==> src/rtl/vtag_pkg.sv <==
package vtag_pkg;
  localparam int VID_W    = 12;
  localparam int PCP_W    = 3;
  localparam int TPID_W   = 16;
  localparam int NUM_TAGS = 2;

  typedef struct packed {
    logic             present;
    logic [TPID_W-1:0] tpid;
    logic [PCP_W-1:0] pcp;
    logic             dei;
    logic [VID_W-1:0] vid;
  } vtag_hdr_t;

  typedef struct packed {
    logic             s_type;
    logic [PCP_W-1:0] pcp;
    logic             dei;
    logic [VID_W-1:0] vid;
  } vclass_t;

  // Nonzero tag type for anything other than the customer TPID
  function automatic logic service_tpid(input logic [TPID_W-1:0] tpid,
                                        input logic [TPID_W-1:0] ctag);
    return tpid != ctag;
  endfunction

  function automatic logic prio_only(input logic [VID_W-1:0] vid);
    return vid == '0;
  endfunction

  function automatic vclass_t port_default(input logic [PCP_W-1:0] pcp,
                                           input logic dei,
                                           input logic [VID_W-1:0] vid);
    vclass_t c;
    c.s_type = 1'b0;
    c.pcp    = pcp;
    c.dei    = dei;
    c.vid    = vid;
    return c;
  endfunction
endpackage

==> src/rtl/vtag_select.sv <==
module vtag_select
  import vtag_pkg::*;
#(
  parameter logic [TPID_W-1:0] CTAG_TPID = 16'h8100
) (
  input  vtag_hdr_t outer_hdr,
  input  vtag_hdr_t inner_hdr,
  input  logic      cfg_aware,
  input  logic      cfg_inner_ena,
  input  vclass_t   dflt,
  output vclass_t   basic,
  output logic      tag_used,
  output logic      inner_used,
  output logic      prio_tag
);
  vtag_hdr_t           cand [NUM_TAGS];
  logic [NUM_TAGS-1:0] cand_svc;
  logic [NUM_TAGS-1:0] cand_prio;

  assign cand[0] = outer_hdr;
  assign cand[1] = inner_hdr;

  for (genvar g = 0; g < NUM_TAGS; g++) begin : g_cand
    assign cand_svc[g]  = service_tpid(cand[g].tpid, CTAG_TPID);
    assign cand_prio[g] = prio_only(cand[g].vid);
  end

  assign tag_used   = cfg_aware & outer_hdr.present;
  assign inner_used = tag_used & cfg_inner_ena & inner_hdr.present;

  always_comb begin
    basic    = dflt;
    prio_tag = 1'b0;
    if (tag_used) begin
      basic.s_type = cand_svc[inner_used];
      basic.pcp    = cand[inner_used].pcp;
      basic.dei    = cand[inner_used].dei;
      basic.vid    = cand_prio[inner_used] ? dflt.vid : cand[inner_used].vid;
      prio_tag     = cand_prio[inner_used];
    end
  end
endmodule

==> src/rtl/vtag_policy.sv <==
module vtag_policy
  import vtag_pkg::*;
(
  input  vclass_t basic,
  input  logic    tag_used,
  input  logic    prio_tag,
  input  logic    cfg_aware,
  input  logic    cfg_filtering,
  input  logic    cfg_pvid_valid,
  input  vclass_t dflt,
  output vclass_t final_cls,
  output logic    drop,
  output logic    force_untag
);
  assign force_untag = cfg_filtering & cfg_pvid_valid & tag_used & basic.s_type;
  assign drop        = cfg_aware & ~cfg_pvid_valid & tag_used & (basic.s_type | prio_tag);

  always_comb begin
    final_cls = basic;
    if (force_untag) begin
      final_cls.pcp = dflt.pcp;
      final_cls.dei = dflt.dei;
      final_cls.vid = dflt.vid;
    end
  end
endmodule

==> src/rtl/vtag_outreg.sv <==
module vtag_outreg
  import vtag_pkg::*;
(
  input  logic    clk,
  input  logic    rst_n,
  input  logic    in_valid,
  input  vclass_t in_cls,
  input  logic    in_drop,
  output logic    q_valid,
  output vclass_t q_cls,
  output logic    q_drop
);
  always_ff @(posedge clk) begin
    if (!rst_n) begin
      q_valid <= 1'b0;
      q_cls   <= '0;
      q_drop  <= 1'b0;
    end else begin
      q_valid <= in_valid;
      if (in_valid) begin
        q_cls  <= in_cls;
        q_drop <= in_drop;
      end
    end
  end
endmodule

==> src/rtl/vtag_classifier.sv <==
module vtag_classifier
  import vtag_pkg::*;
#(
  parameter logic [TPID_W-1:0] CTAG_TPID = 16'h8100
) (
  input  logic              clk,
  input  logic              rst_n,
  input  logic              hdr_valid,
  input  logic              outer_present,
  input  logic [TPID_W-1:0] outer_tpid,
  input  logic [PCP_W-1:0]  outer_pcp,
  input  logic              outer_dei,
  input  logic [VID_W-1:0]  outer_vid,
  input  logic              inner_present,
  input  logic [TPID_W-1:0] inner_tpid,
  input  logic [PCP_W-1:0]  inner_pcp,
  input  logic              inner_dei,
  input  logic [VID_W-1:0]  inner_vid,
  input  logic              cfg_aware,
  input  logic              cfg_inner_ena,
  input  logic [PCP_W-1:0]  cfg_def_pcp,
  input  logic              cfg_def_dei,
  input  logic [VID_W-1:0]  cfg_def_vid,
  input  logic              cfg_pvid_valid,
  input  logic              cfg_filtering,
  output logic              out_valid,
  output logic              out_tag_type,
  output logic [PCP_W-1:0]  out_pcp,
  output logic              out_dei,
  output logic [VID_W-1:0]  out_vid,
  output logic              out_drop
);
  vtag_hdr_t outer_hdr, inner_hdr;
  vclass_t   dflt, basic, final_cls, q_cls;
  logic      tag_used, inner_used, prio_tag, force_untag, drop_req;

  assign outer_hdr = '{present: outer_present, tpid: outer_tpid, pcp: outer_pcp,
                       dei: outer_dei, vid: outer_vid};
  assign inner_hdr = '{present: inner_present, tpid: inner_tpid, pcp: inner_pcp,
                       dei: inner_dei, vid: inner_vid};
  assign dflt      = port_default(cfg_def_pcp, cfg_def_dei, cfg_def_vid);

  vtag_select #(.CTAG_TPID(CTAG_TPID)) u_select (
    .outer_hdr     (outer_hdr),
    .inner_hdr     (inner_hdr),
    .cfg_aware     (cfg_aware),
    .cfg_inner_ena (cfg_inner_ena),
    .dflt          (dflt),
    .basic         (basic),
    .tag_used      (tag_used),
    .inner_used    (inner_used),
    .prio_tag      (prio_tag)
  );

  vtag_policy u_policy (
    .basic          (basic),
    .tag_used       (tag_used),
    .prio_tag       (prio_tag),
    .cfg_aware      (cfg_aware),
    .cfg_filtering  (cfg_filtering),
    .cfg_pvid_valid (cfg_pvid_valid),
    .dflt           (dflt),
    .final_cls      (final_cls),
    .drop           (drop_req),
    .force_untag    (force_untag)
  );

  vtag_outreg u_outreg (
    .clk      (clk),
    .rst_n    (rst_n),
    .in_valid (hdr_valid),
    .in_cls   (final_cls),
    .in_drop  (drop_req),
    .q_valid  (out_valid),
    .q_cls    (q_cls),
    .q_drop   (out_drop)
  );

  assign out_tag_type = q_cls.s_type;
  assign out_pcp      = q_cls.pcp;
  assign out_dei      = q_cls.dei;
  assign out_vid      = q_cls.vid;
endmodule

==> config.mk <==
export PLATFORM = sky130hd
export DESIGN_NAME = vtag_classifier
export DESIGN_NICKNAME = d
export VERILOG_FILES = /design/src/rtl/vtag_pkg.sv /design/src/rtl/vtag_select.sv /design/src/rtl/vtag_policy.sv /design/src/rtl/vtag_outreg.sv /design/src/rtl/vtag_classifier.sv
export SDC_FILE = /design/constraint.sdc
export NUM_CORES = 1
export LEC_CHECK = 0
export ABC_CLOCK_PERIOD_IN_PS = 2800
export BUFFER_PORTS_ARGS = -buffer_cell sky130_fd_sc_hd__buf_2
export CAP_MARGIN = 20
export CORE_ASPECT_RATIO = 0.7
export CORE_MARGIN = 2
export CORE_UTILIZATION = 41
export DETAILED_ROUTE_END_ITERATION = 8
export GPL_TIMING_DRIVEN = 0
export HOLD_SLACK_MARGIN = 0.05
export PLACE_DENSITY_LB_ADDON = 0.25
export SLEW_MARGIN = 40
export SYNTH_ARGS = -nofsm -noshare
export SYNTH_HDL_FRONTEND = slang
export SYNTH_SLANG_ARGS = --single-unit
export TNS_END_PERCENT = 1
==> constraint.sdc <==
create_clock -name clk -period 2.8 [get_ports clk]
set_input_delay 0 -clock clk [delete_from_list [all_inputs] [get_ports clk]]
set_output_delay 0 -clock clk [all_outputs]
set_load 0.005 [all_outputs]
# After elaboration in Yosys (flattened, before gate mapping)
# Index checks and enable logic that the tools add are counted.
dict set report classes {
  mux 11
  eq_ne 2
  n_bitwise 12
  reduce_logical 2
  n_lt_le_gt_ge 2
}
# cell count
set op_table {}
lappend op_table {{16-bit 2-to-1 mux} 4}
lappend op_table {{16-bit inequality test, second input constant} 2}
lappend op_table {{12-bit zero test} 2}
lappend op_table {{17-bit 2-to-1 mux} 1}
lappend op_table {{12-bit 2-to-1 mux} 1}
lappend op_table {{1-bit AND} 9}
lappend op_table {{1-bit 2-to-1 mux} 5}
lappend op_table {{2-bit >= comparator, second input constant} 1}
lappend op_table {{1-bit by 2-bit less-than comparator with 1-bit output, second input constant} 1}
lappend op_table {{1-bit NOT with 2-bit output} 1}
lappend op_table {{1-bit NOT} 1}
lappend op_table {{1-bit OR} 1}
dict set report word_totals {
  word_cells 35
  input_bits 89
  register_bits 19
  out_inout_bits 19
}

# Depth between registers and ports, before layout
dict set report depth {
  word_depth 11
  ltp_mapped 7
}

# By module
# Synthesis repeated with hierarchy kept, for this count alone.
dict set report hier_totals {
  hier_cells 175
  hier_area_um2 1611.5
}
# module seq_area_each_um2 cells_each n_inst area_each_um2
set modules_own_cells {}
lappend modules_own_cells {vtag_outreg 380.4 59 1 715.7}
lappend modules_own_cells {vtag_select 0.0 93 1 623.1}
lappend modules_own_cells {vtag_policy 0.0 22 1 269.0}
lappend modules_own_cells {vtag_classifier 0.0 1 1 3.8}

# Worst setup path before layout
# Ideal clock, no wire load.
dict set report synth_timing {
  path_kind {input to register}
  startpoint {input port inner_vid[0]}
  endpoint {register u_outreg.q_cls[0] (netlist name)}
  setup_time_ps 117
  path_buffers 1
  t_arrival_ps 1431
  setup_slack_ps 1251
  stages 6
  path_cell_list {or4_4 > nor4_4 > nor3_2 > buf_6 > a21o_1 > a32o_1}
}
dict set report synth_between {
  elab_chain_cells 6
  word_cells_on_any_way 9
}
# element line
set synth_lines {}
lappend synth_lines {{start: declaration} vtag_classifier.sv:18} ;# input logic [VID_W-1:0] inner_vid,
lappend synth_lines {{12-bit zero test or 16-bit 2-to-1 mux (tied branches)} -}
lappend synth_lines {{1-bit 2-to-1 mux (implied by the code) or 16-bit 2-to-1 mux (tied branches) (2 in series)} -}
lappend synth_lines {{12-bit 2-to-1 mux (*)} vtag_select.sv:38} ;# basic.vid = cand_prio[inner_used] ? dflt.vid : cand[inner_used].vid;
lappend synth_lines {{17-bit 2-to-1 mux (*)} vtag_select.sv:34} ;# if (tag_used) begin
lappend synth_lines {{16-bit 2-to-1 mux (*)} vtag_policy.sv:20} ;# if (force_untag) begin
# Mark *: on every way between the ends. The rest lies on a longest branch, timed or not. The select of a mux whose other input is x is not followed.
# A chain may end at the register's enable or synchronous reset.

# Worst setup path after layout
dict set report layout_timing {
  startpoint {input port outer_present}
  endpoint {register u_outreg.q_cls[11] (netlist name)}
}
dict set report layout_between {
  elab_chain_cells 10
  word_cells_on_any_way 16
}
# element line
set layout_lines {}
lappend layout_lines {{start: declaration} vtag_classifier.sv:9} ;# input logic outer_present,
lappend layout_lines {{1-bit AND (*)} vtag_select.sv:28} ;# assign tag_used = cfg_aware & outer_hdr.present;
lappend layout_lines {{1-bit AND (2 in series)} vtag_select.sv:29} ;# assign inner_used = tag_used & cfg_inner_ena & inner_hdr.present;
lappend layout_lines {{1-bit NOT with 2-bit output (implied by the code)} vtag_select.sv:38}
lappend layout_lines {{16-bit 2-to-1 mux (3 in series)} -}
lappend layout_lines {{12-bit 2-to-1 mux} vtag_select.sv:38}
lappend layout_lines {{17-bit 2-to-1 mux} vtag_select.sv:34}
lappend layout_lines {{16-bit 2-to-1 mux (*)} vtag_policy.sv:20}
# Marks and branches as above.

==> out/qor.csv <==
stage,metric,value,unit
timing,Slew @ Worst Pin,0.492,ns
cells_and_area,Layout area overhead,57.6,%
die,Die W,69.8,µm
grt,global-route wire length before repair,6.62,mm
timing,unrepaired setup endpoints after global routing,false,
die,core outline area,2840,µm²
grt,antenna violations before repair,0,
cells_and_area,total area of sequential cells,380,µm²
worst_setup_path,Reg2Reg Setup Slack,2.05,ns
hold_path,Hold WC Path Type,in -> reg,
power,leakage,1.05,nW
grt,largest net degree at the start of global routing,13,
clock_tree,post_cts resized,0,
placement,port buffer count,106,
timing,final period utilization,0.576,
die,Core Rows,16,
worst_setup_path,CP most frequent cell,nand4_1,
clock_tree,clk sink count,19,
cells_and_area,most frequent cells in the layout,"108 x buf_2, 19 x dfxtp_1, 16 x mux2i_1",
grt,Overflow after GRT,0,
synthesis,"Net Count, Synth",226,
synthesis,Yosys cell types,35,
die,initial core utilization,0.437,
timing,setup violators final,0,
die,die footprint,3490,µm²
job,max-cap violations,0,
die,Die Ht,50.0,µm
worst_setup_path,Setup Crit Path Kind,in -> reg,
synthesis,synthesized cell area,1240,µm²
routing,DR pass1 iterations,4,
timing,Fin Setup TNS,0,ns
synthesis,sequential-to-total area share from yosys stat,0.306,
placement,post-DP HPWL,3.30,mm
routing,routed vias,1596,
worst_setup_path,"slowest stage cell, crit path",nor4_1,
routing,initial drt markers,66,
worst_setup_path,crit path max fanout,10,
cells_and_area,layout cells sized above 1,0.469,
synthesis,Ys Warns,0,
routing,drt wl/cell,14.4,µm
hold_path,min-delay src,cfg_def_vid[7],
clock_tree,clock buffer count from CTS,3,
worst_setup_path,CP Data Arrival Time,1.77,ns
die,I/O Pins,108,
timing,clock skew,0,ns
timing,min Tclk post-route,1.61,ns
timing,Slew Limit Fails,0,
clock_tree,Post-CTS Setup Inserts,0,
cells_and_area,nets,346,
clock_tree,CTS max path bufs,2,
clock_tree,CTS H-tree lvls,1,
worst_setup_path,"Cell Chain, Critical Path",buf_2 > nand4_4 > nor4_1 > nand4_1 > nand4_1 > buf_4 > nand3_1 > a32o_1,
clock_tree,Worst-path clk slew,0.08,ns
grt,M2 GR Usage,0.400,
synthesis,Seq cells post-synth,19,
clock_tree,Clock Latency Late Sink,0.26,ns
run_status,run status,"finished, final reports clean",
worst_setup_path,Critical Path RT,2.96,ns
timing,Fmax,0.620,GHz
cells_and_area,Final Util,0.688,
worst_setup_path,Crit Reg-Reg Startpoint,u_outreg.q_cls[2],
cells_and_area,antenna cells,0,
cells_and_area,area of the multi-input gates,802,µm²
grt,met3 Use GR,0.0798,
routing,vias per std cell,5.47,
routing,Residual DRC,0,
cells_and_area,"commonest non-fill, non-tap cell in the layout",buf_2,
power,peak supply drop,0.329,mV
grt,gr busiest metal,met2,
worst_setup_path,worst setup path startpoint,outer_present,
synthesis,Post-Syn Instances,137,
grt,vias in the first global route,1505,
grt,total track usage,0.236,
cells_and_area,Fill cells,253,
grt,met1 global-route usage,0.300,
clock_tree,Root Driver,clkbuf_8,
placement,routability cong.,0.822,
worst_setup_path,Startpoint Class,input pin,
routing,"antenna viol nets, final",0,
worst_setup_path,CP endpoint kind,flop,
timing,final hold vios,0,
clock_tree,cts hold-fix bufs,9,
power,PD cells,354,nW/µm²
timing,relative slew slack,0.672,
worst_setup_path,Slowest Stage Delay on Critical Path,0.29,ns
synthesis,post-synthesis average cell area,9.06,µm²
routing,drt total wl,4.20,mm
clock_tree,CTS tree,built,
[power by group]
group | internal, mW | switching [mW] | leakage [nW]
registers | 0.289 | 0.00886 | 0.157
logic | 0.108 | 0.0855 | 0.867
clock network | 0.100 | 0.100 | 0.0217
[synthesized netlist by cell type]
cell type	n	area, µm²
and4b_1	1	10.0
dfxtp_1	19	380
o22ai_1	1	6.26
nor4_1	8	50.1
and4_1	1	8.76
o2111ai_1	1	8.76
o21ai_0	2	10.0
nand4_4	1	21.3
buf_2	2	10.0
nand4_1	4	25.0
nand2b_1	1	6.26
a32o_1	11	110
mux2i_1	16	160
nor2b_1	2	12.5
or4_1	2	15.0
inv_1	1	3.75
clkbuf_1	4	15.0
nor2_1	3	11.3
a21oi_1	7	35.0
nor4_4	1	21.3
nand3_1	14	70.1
nand2_1	6	22.5
buf_4	2	15.0
and3b_1	1	8.76
inv_2	1	3.75
o21ai_1	1	5.00
nor3_2	1	10.0
or4_4	1	11.3
a21o_1	11	82.6
o21a_1	1	7.51
o221ai_1	4	35.0
buf_6	1	11.3
and2_1	2	12.5
a211oi_1	1	7.51
nor4b_1	2	17.5
[worst paths after layout]
| check | cells past startpoint | end |
|---|---|---|
| worst max-delay path | 8 | u_outreg.q_cls[11] |
| worst min-delay path | 3 | u_outreg.q_cls[7] |
| worst max register to register | 4 | u_outreg.q_cls[2] |
| worst min register to register | 1 | u_outreg.q_cls[0] |
[worst max-delay path: cells and delay by family]
kind | cells | cell delay [ns]
simple gates | 5 | 1.14
buf+inv | 2 | 0.36
compound gates | 1 | 0.28
[metrics by stage]
step           area, µm²  setup WS [ns]  power (mW)  instances  hold WS (ns)
2_1_floorplan       1240           1.25       0.382        137         0.163
3_3_place_gp        1820          0.959       0.482        279         0.273
3_5_place_dp        1820          0.949       0.482        279         0.274
4_1_cts             1960           1.22       0.696        292        0.0530
5_1_grt             1960           1.08       0.733        292        0.0572
6_report            1960           1.19       0.691        292        0.0567
[kinds of logic after synthesis]
family          share of synthesized area
compound gates                      0.248
simple gates                        0.269
buf+inv                            0.0474
flops                               0.306
mux                                 0.129
[sequential cells by signal, summed over array words and instances, names as in the netlist]
| name | flops |
|---|---|
| u_outreg.q_cls | 17 |
| u_outreg.q_drop | 1 |
| u_outreg.q_valid | 1 |
[final cells by class]
type,instances,share of cell area
Timing Repair Buffer,115,0.317
Multi-Input combinational cell,107,0.410
Inverter,2,0.00384
Clock inverter,1,0.00384
Buffer,9,0.0262
Tap cell,36,0.0230
Sequential cell,19,0.194
Clock buffer,3,0.0211
[metal layers]
metal / share of wire / wire length, µm / up-vias
li1: - / - / 790
met1: 0.45 / 1880 / 726
met2: 0.45 / 1900 / 76
met3: 0.098 / 413 / 4
met4: 0.0043 / 18 / 0
met5: 0 / 0 / -
Power figures use the tool's default switching activity.
